### src/rtl/dir_lookup_pkg.sv
package dir_lookup_pkg;

    localparam int DL_IDX_W   = 4;
    localparam int DL_ENTRIES = 1 << DL_IDX_W;
    localparam int DL_TX_W    = 3;
    localparam int DL_TY_W    = 3;
    localparam int DL_KIND_W  = 2;

    typedef enum logic [DL_KIND_W-1:0] {
        MK_LOAD       = 2'd0,
        MK_STORE      = 2'd1,
        MK_LINE_FETCH = 2'd2,
        MK_FLUSH      = 2'd3
    } miss_kind_t;

    typedef struct packed {
        logic                to_mem;
        logic [DL_TX_W-1:0]  tile_x;
        logic [DL_TY_W-1:0]  tile_y;
        logic [DL_IDX_W-1:0] repl;
    } dir_entry_t;

    function automatic dir_entry_t dl_reset_entry(input int idx);
        dir_entry_t e;
        e.to_mem = 1'b1;
        e.tile_x = '0;
        e.tile_y = '0;
        e.repl   = DL_IDX_W'(idx);
        return e;
    endfunction

endpackage

### src/rtl/dl_shift_reg.sv
module dl_shift_reg
    import dir_lookup_pkg::*;
#(
    parameter int ADDR_W  = 32,
    parameter int SHIFT_W = $clog2(ADDR_W - DL_IDX_W + 1)
) (
    input  logic               clk,
    input  logic               rst,
    input  logic               wr_en,
    input  logic [SHIFT_W-1:0] wr_val,
    output logic [SHIFT_W-1:0] shift_q
);
    localparam logic [SHIFT_W-1:0] SHIFT_MAX = SHIFT_W'(ADDR_W - DL_IDX_W);

    logic [SHIFT_W-1:0] clamped;

    always_comb begin
        clamped = (wr_val > SHIFT_MAX) ? SHIFT_MAX : wr_val;
    end

    always_ff @(posedge clk) begin
        if (rst) begin
            shift_q <= '0;
        end else if (wr_en) begin
            shift_q <= clamped;
        end
    end
endmodule

### src/rtl/dl_dir_store.sv
module dl_dir_store
    import dir_lookup_pkg::*;
(
    input  logic                clk,
    input  logic                rst,
    input  logic                wr_en,
    input  logic [DL_IDX_W-1:0] wr_idx,
    input  dir_entry_t          wr_data,
    input  logic [DL_IDX_W-1:0] rd_idx,
    output dir_entry_t          rd_data
);
    dir_entry_t ent_q [DL_ENTRIES];

    for (genvar g = 0; g < DL_ENTRIES; g++) begin : g_ent
        always_ff @(posedge clk) begin
            if (rst) begin
                ent_q[g] <= dl_reset_entry(g);
            end else if (wr_en && (wr_idx == DL_IDX_W'(g))) begin
                ent_q[g] <= wr_data;
            end
        end
    end

    always_comb begin
        rd_data = ent_q[rd_idx];
    end
endmodule

### src/rtl/dl_addr_xlate.sv
module dl_addr_xlate
    import dir_lookup_pkg::*;
#(
    parameter int ADDR_W  = 32,
    parameter int SHIFT_W = $clog2(ADDR_W - DL_IDX_W + 1)
) (
    input  logic [ADDR_W-1:0]   addr_in,
    input  logic [SHIFT_W-1:0]  shift,
    input  logic [DL_IDX_W-1:0] repl,
    output logic [DL_IDX_W-1:0] idx,
    output logic [ADDR_W-1:0]   addr_out
);
    logic [ADDR_W-1:0] field_mask;
    logic [ADDR_W-1:0] repl_placed;

    always_comb begin
        idx         = DL_IDX_W'(addr_in >> shift);
        field_mask  = ADDR_W'({DL_IDX_W{1'b1}}) << shift;
        repl_placed = ADDR_W'(repl) << shift;
        addr_out    = (addr_in & ~field_mask) | repl_placed;
    end
endmodule

### src/rtl/dir_lookup.sv
module dir_lookup
    import dir_lookup_pkg::*;
#(
    parameter int ADDR_W  = 32,
    parameter int RET_W   = 6,
    parameter int SHIFT_W = $clog2(ADDR_W - DL_IDX_W + 1)
) (
    input  logic                 clk,
    input  logic                 rst,
    input  logic                 miss_valid,
    input  logic [ADDR_W-1:0]    miss_addr,
    input  logic [DL_KIND_W-1:0] miss_kind,
    input  logic [RET_W-1:0]     miss_ret,
    input  logic                 cfg_entry_we,
    input  logic [DL_IDX_W-1:0]  cfg_entry_idx,
    input  logic                 cfg_to_mem,
    input  logic [DL_TX_W-1:0]   cfg_tile_x,
    input  logic [DL_TY_W-1:0]   cfg_tile_y,
    input  logic [DL_IDX_W-1:0]  cfg_repl,
    input  logic                 cfg_shift_we,
    input  logic [SHIFT_W-1:0]   cfg_shift,
    output logic                 fwd_valid,
    output logic [ADDR_W-1:0]    fwd_addr,
    output logic [DL_KIND_W-1:0] fwd_kind,
    output logic [RET_W-1:0]     fwd_ret,
    output logic                 fwd_to_mem,
    output logic [DL_TX_W-1:0]   fwd_tile_x,
    output logic [DL_TY_W-1:0]   fwd_tile_y
);
    logic [SHIFT_W-1:0]  shift_q;
    logic [DL_IDX_W-1:0] look_idx;
    dir_entry_t          look_ent;
    dir_entry_t          wr_ent;
    logic [ADDR_W-1:0]   xl_addr;

    logic                valid_q;
    logic [ADDR_W-1:0]   addr_q;
    miss_kind_t          kind_q;
    logic [RET_W-1:0]    ret_q;
    dir_entry_t          dest_q;

    always_comb begin
        wr_ent.to_mem = cfg_to_mem;
        wr_ent.tile_x = cfg_tile_x;
        wr_ent.tile_y = cfg_tile_y;
        wr_ent.repl   = cfg_repl;
    end

    dl_shift_reg #(.ADDR_W(ADDR_W), .SHIFT_W(SHIFT_W)) u_shift (
        .clk     (clk),
        .rst     (rst),
        .wr_en   (cfg_shift_we),
        .wr_val  (cfg_shift),
        .shift_q (shift_q)
    );

    dl_dir_store u_store (
        .clk     (clk),
        .rst     (rst),
        .wr_en   (cfg_entry_we),
        .wr_idx  (cfg_entry_idx),
        .wr_data (wr_ent),
        .rd_idx  (look_idx),
        .rd_data (look_ent)
    );

    dl_addr_xlate #(.ADDR_W(ADDR_W), .SHIFT_W(SHIFT_W)) u_xlate (
        .addr_in  (miss_addr),
        .shift    (shift_q),
        .repl     (look_ent.repl),
        .idx      (look_idx),
        .addr_out (xl_addr)
    );

    always_ff @(posedge clk) begin
        if (rst) begin
            valid_q <= 1'b0;
            addr_q  <= '0;
            kind_q  <= MK_LOAD;
            ret_q   <= '0;
            dest_q  <= '0;
        end else begin
            valid_q <= miss_valid;
            if (miss_valid) begin
                addr_q <= xl_addr;
                kind_q <= miss_kind_t'(miss_kind);
                ret_q  <= miss_ret;
                dest_q <= look_ent;
            end
        end
    end

    assign fwd_valid  = valid_q;
    assign fwd_addr   = addr_q;
    assign fwd_kind   = kind_q;
    assign fwd_ret    = ret_q;
    assign fwd_to_mem = dest_q.to_mem;
    assign fwd_tile_x = dest_q.tile_x;
    assign fwd_tile_y = dest_q.tile_y;
endmodule

### config.mk
export PLATFORM = sky130hd
export DESIGN_NAME = dir_lookup
export DESIGN_NICKNAME = d
export VERILOG_FILES = /design/src/rtl/dir_lookup_pkg.sv /design/src/rtl/dl_shift_reg.sv /design/src/rtl/dl_dir_store.sv /design/src/rtl/dl_addr_xlate.sv /design/src/rtl/dir_lookup.sv
export SDC_FILE = /design/constraint.sdc
export NUM_CORES = 1
export LEC_CHECK = 0
export CORE_AREA = 2 2 171 173
export DETAILED_ROUTE_END_ITERATION = 10
export DIE_AREA = 0 0 173 175
export MAX_ROUTING_LAYER = met4
export PLACE_DENSITY = 0.69
export SLEW_MARGIN = 20
export SYNTH_ARGS = -nofsm -noshare
export SYNTH_HDL_FRONTEND = slang
export SYNTH_SLANG_ARGS = --single-unit
### constraint.sdc
create_clock -name clk -period 4.7 [get_ports clk]
set_input_delay 1.175 -clock clk [delete_from_list [all_inputs] [get_ports clk]]
set_output_delay 1.175 -clock clk [all_outputs]
set_load 0.1 [all_outputs]
After elaboration in Yosys (flattened, before gate mapping):

Memory sizes are Yosys's and may differ from the RTL's.
Index checks and enable logic that the tools add are counted.

* flip-flop bits (word level): 53
* bits in writable memories: 176
* bits of input ports: 65
* output and inout port bits: 48
* word-level logic and storage cells: 131
* memories: 1

Memories
* u_store.ent_q: words 16, bits a word 11, read ports 1, clocked after Yosys merged registers in 0, write ports 16, line dl_dir_store.sv:12 `dir_entry_t ent_q [DL_ENTRIES];`

* order comparisons: 1
* equal/unequal tests: 15
* shift-type cells: 3
* muxes and demuxes: 67
* bitwise gates (word level): 19
* reduce and logical (&&, ||, !) cells: 17

Operators by type and width (count)
* 11-bit 2-to-1 mux: 16
* 1-bit 2-to-1 mux: 50
* 32-bit bitwise AND: 1
* 4-bit equality test (second input constant): 8
* 32-bit inverter: 1
* 32-bit bitwise OR: 1
* 4-bit by 5-bit << shifter with 32-bit output: 1
* 4-bit by 5-bit << shifter with 32-bit output (first input constant): 1
* 32-bit by 5-bit right shift with 4-bit output: 1
* 4-bit by 3-bit equality test with 1-bit output (second input constant): 4
* 1-bit logical AND: 16
* 1-bit bitwise OR: 16
* 4-bit by 2-bit equality test with 1-bit output (second input constant): 2
* 5-bit greater-than comparator (second input constant): 1
* 5-bit 2-to-1 mux: 1
* 4-bit by 1-bit equality test with 1-bit output (second input constant): 1
* 4-bit logical NOT: 1

Depth between registers and ports, before layout:

* depth in word-level cells: 6
* gate-level depth with buffers: 16
* gate-level depth less buffers: 10

Cells and area by module:

A second synthesis with hierarchy kept.

* cells, all modules: 955
* area total of the unflattened synthesis: 11772.5 µm²

Modules (own cells, without submodules)
* dl_dir_store: times used 1, cells an instance 520, area each 8085.3 µm², sequential area each 5285.1 µm²
* dl_addr_xlate: times used 1, cells an instance 264, area each 1784.2 µm², sequential area each 0.0 µm²
* dir_lookup: times used 1, cells an instance 154, area each 1721.7 µm², sequential area each 960.9 µm²
* dl_shift_reg: times used 1, cells an instance 17, area each 181.4 µm², sequential area each 100.1 µm²

Worst setup path after synthesis:

OpenSTA, ideal clock, no wires.

* kind: in2reg
* from: in miss_addr[15]
* to: reg addr_q[17] (netlist: fwd_addr[17])
* library setup time: 63 ps
* arrival time: 3670 ps
* data required time: 4637 ps
* path slack: 967 ps
* stages on the path: 11
* path buffers: 1
* cell sequence: mux4_2 > nand2b_1 > a22oi_4 > o21a_2 > buf_6 > nand2_1 > a311oi_1 > a211oi_2 > o31a_1 > o311ai_2 > o221a_1

* cells in the longest elaborated chain, start to end: 4

Ends and longest elaborated chain
* from (decl): line dir_lookup.sv:11 `input logic [ADDR_W-1:0] miss_addr,`
* 32-bit by 5-bit right shift with 4-bit output: line dl_addr_xlate.sv:17 `idx = DL_IDX_W'(addr_in >> shift);`
* memory 16 x 11 bit
* 4-bit by 5-bit << shifter with 32-bit output: line dl_addr_xlate.sv:19 `repl_placed = ADDR_W'(repl) << shift;`
* 32-bit bitwise OR: line dl_addr_xlate.sv:20 `addr_out = (addr_in & ~field_mask) | repl_placed;`
* to (signal assigned): line dir_lookup.sv:85 `addr_q <= xl_addr;`
* to (decl): line dir_lookup.sv:37 `logic [ADDR_W-1:0] addr_q;`

No other way between the ends.
A chain may end at the register's enable or synchronous reset.

Worst setup path in the final report:

* from: in miss_addr[16]
* to: reg addr_q[19] (netlist: fwd_addr[19])

The elaborated chain is that of the path after synthesis.

==> results.toml <==
[outcome]
status = "finished clean"

[setup_path]
crit_required_ps = 5110
path_class = "input port to flop"
worstSetupStartpoint = "miss_addr[16]"
critPathMaxStageDelay_ps = 600
end_kind = "flop"
critPathArrivalTime_ps = 4860
critical-path-top-delay-family = "multiplexers"
worstPathBufferInverterCount = 3
start_kind = "input port"
cp_slowest_cell = "clkdlybuf4s50_1"
crit_path_cell_trace = "clkdlybuf4s50_1, mux4_2, mux2_2, nand3_1, and4_2, inv_1, a41oi_1, a31oi_2, buf_4, mux2i_1, mux2i_4, a32o_1"
r2r-start = "u_shift.shift_q[3]"
crit_path_max_fanout = 13

[sta]
tns_ps = 0
final_hold_viol_count = 0
whs_ps = 471
period_needed_ps = 4450
fin_skew_ps = 27.7
maxSlewViolCount = 0
setup_violations = 0
fin_crit_sh_pct = 94.7
rsz0062_at_grt = "false"
relSlewSlack_pct = 24.3
tightest_slew_ps = 1130
clock.fmax_mhz = 225

[route]
met3_length_um = 3040
drt_iter0_drc = 946
num_vias = 10351
wirelength_um = 39700
drc = 0
wl_met2_um = 18600
drt-vias-per-instance = 5.97
post_drt_wl_per_cell_um = 22.9
dr.pass1.iters = 6
ant_nets = 0
wl_met1_um = 16300
topRoutingLayerUsed = "met4"

[yosys]
synth_nets = 1268
yosysTopAreaCell = "edfxtp_1"
synth_top_family_by_area = "simple AND/OR/NAND/NOR gates"
synth_edf_count = 176
yosys.area_share.xor_xnor_pct = 0
synth_area_per_cell_um2 = 10.5
yosysMostFrequentCell = "edfxtp_1"
syn_inst = 1201
async_flop_share_pct = 0
synth-warning-count = 0
synth.area.top_cells = "edfxtp_1 (42%), dfxtp_1 (8.4%), and2_1 (6.5%)"
synth-compound-area-share_pct = 14.8
synth_area_um2 = 12600
netlist_top_cells_count = "edfxtp_1 (176), nand2_1 (168), and2_1 (131)"
synth_mux_area_share_pct = 8.80
ys_seq_area_share_pct = 50.5
ys_ff_latch = 229
synth_top_area_share_pct = 42.1
synth.distinct_cells = 76
synth-simple-area-share_pct = 21.3
synth_flop_cell = "edfxtp_1"
synthAdderAreaFrac_pct = 0.199

[power]
powerDensity_nw_per_um2 = 385
p_switching_mw = 1.90
p_leak_nw = 5.54
power_frac_clock_pct = 32.9
switching_share_pct = 32.3
vdd_drop_max_v = 0.000341
seq_power_share_pct = 40.6
p_int_mw = 3.97
power_frac_comb_pct = 26.4

[floorplan]
fp.coreArea_um2 = 28400
die_w_um = 173
dieArea_um2 = 30300
fp.dieH_um = 175
rows = 62
io_pins = 113
start_util_pct = 44.2

[placement]
portBuffers = 112
dpl.hpwl_um = 28400
gp_congestion = 1.01

[cts]
cts.sinks = 229
postCtsSetupBuffers = 0
clk_pin_slew_worst_paths_ps = 60
root_buffer = "clkbuf_16"
cts_tree = "built"
cts_made_buffers = 25
cts.htree.levels = 1
cts_resized = 0
cts_hold_buf = 0
insertion_delay_ps = 540
cts_max_path_buffers = 3

[global_routing]
grt_max_degree = 77
grt_pass1_vias = 10141
grt_first_pass_wirelength_um = 61000
grt.overflow.total = 0
track_usage_pct = 26.7
antenna_found_initial = 0

[finish]
fin_nets = 1396
syn2layout_area_growth_pct = 21.5
drive_above_1_share_pct = 14.1
fillCellCount = 2501

[worst_hold_path]
hp-class = "flop to flop"
hp-start = "fwd_tile_y[2]"

[run]
drv_cap = 0
-- tightest hold or removal path, cell delays in order (launching register included) --
cell	delay [ps]
dfxtp_1	310
nand2b_1	60
a21oi_1	60
-- worst paths after layout --
kind | slack (ps) | end | cells after the start
min reg2reg | 470 | fwd_tile_y[2] | 2
max | 250 | fwd_addr[19] | 12
min | 470 | fwd_tile_y[2] | 2
max reg2reg | 430 | fwd_addr[19] | 12
-- metrics by stage --
stage | setup WS, ps | cells | instance area (um2) | total power, mW | util (%)
after floorplan | 967 | 1201 | 12600 | 3.39 | -
after global placement | -102 | 1686 | 14500 | 3.95 | 50.9
after detailed placement | -163 | 1686 | 14500 | 3.96 | 50.9
after CTS | 347 | 1732 | 15300 | 5.87 | 53.7
after global routing | 216 | 1732 | 15300 | 6.07 | 53.7
final | 249 | 1733 | 15300 | 5.87 | 53.8
-- area by class of cell --
| type | count | area, um2 | share of cell area [%] |
|---|---|---|---|
| antenna | 1 | 2.50 | 0.0164 |
| multi-input combinational | 848 | 5670 | 37.2 |
| timing repair buffer | 203 | 1870 | 12.3 |
| clock inverter | 18 | 156 | 1.02 |
| sequential | 229 | 6350 | 41.6 |
| tap | 384 | 480 | 3.15 |
| inverter | 22 | 82.6 | 0.541 |
| clock buffer | 28 | 647 | 4.24 |
-- power by group through the flow --
stage	sequential [mW]	combinational, mW	clock (mW)
global route	2.40	1.64	2.03
detailed placement	2.43	1.53	0
global placement	2.42	1.53	0
finish	2.38	1.55	1.93
CTS	2.38	1.54	1.95
floorplan	2.66	0.736	0
-- metal layers --
metal	up-vias	global-route usage [%]
li1	4714	-
met1	5036	34.6
met2	500	42.2
met3	101	3.96
met4	0	10.8
met5	-	-
-- state kept, by name, summed over array words and instances (netlist names) --
| name | flops |
|---|---|
| fwd_addr | 32 |
| fwd_kind | 2 |
| fwd_ret | 6 |
| fwd_tile_x | 3 |
| fwd_tile_y | 3 |
| fwd_to_mem | 1 |
| fwd_valid | 1 |
| u_shift.shift_q | 5 |
| u_store.ent_q | 176 |
-- layout by cell type (no fill, tap or decap), types with 8 or more instances in the layout --
cell type,instances
edfxtp_1,176
nand2_1,167
and2_1,130
clkdlybuf4s50_1,111
buf_4,85
nor2_1,71
dfxtp_1,52
or3_1,49
o21ai_0,48
mux2i_1,43
o211ai_1,35
and3_1,31
clkbuf_16,25
a21oi_1,22
nand3_1,21
inv_1,20
a311o_1,20
mux4_2,20
nand2b_1,19
mux2_2,18
a211oi_1,16
a31oi_1,10
a32o_1,9
a221oi_1,8
clkinv_1,8
o2111ai_1,8
-- logic make-up (layout without fill, tap and decap cells) --
logic type | count (synthesis) | in the layout
multiplexers | 82 | 82
flip-flops | 229 | 229
AO/OA/AOI/OAI | 241 | 241
adder cells (fa/ha/maj) | 2 | 2
other | 0 | 1
AND/OR/NAND/NOR | 523 | 523
buffers and inverters | 124 | 271
(Power assumes the default switching activity.)
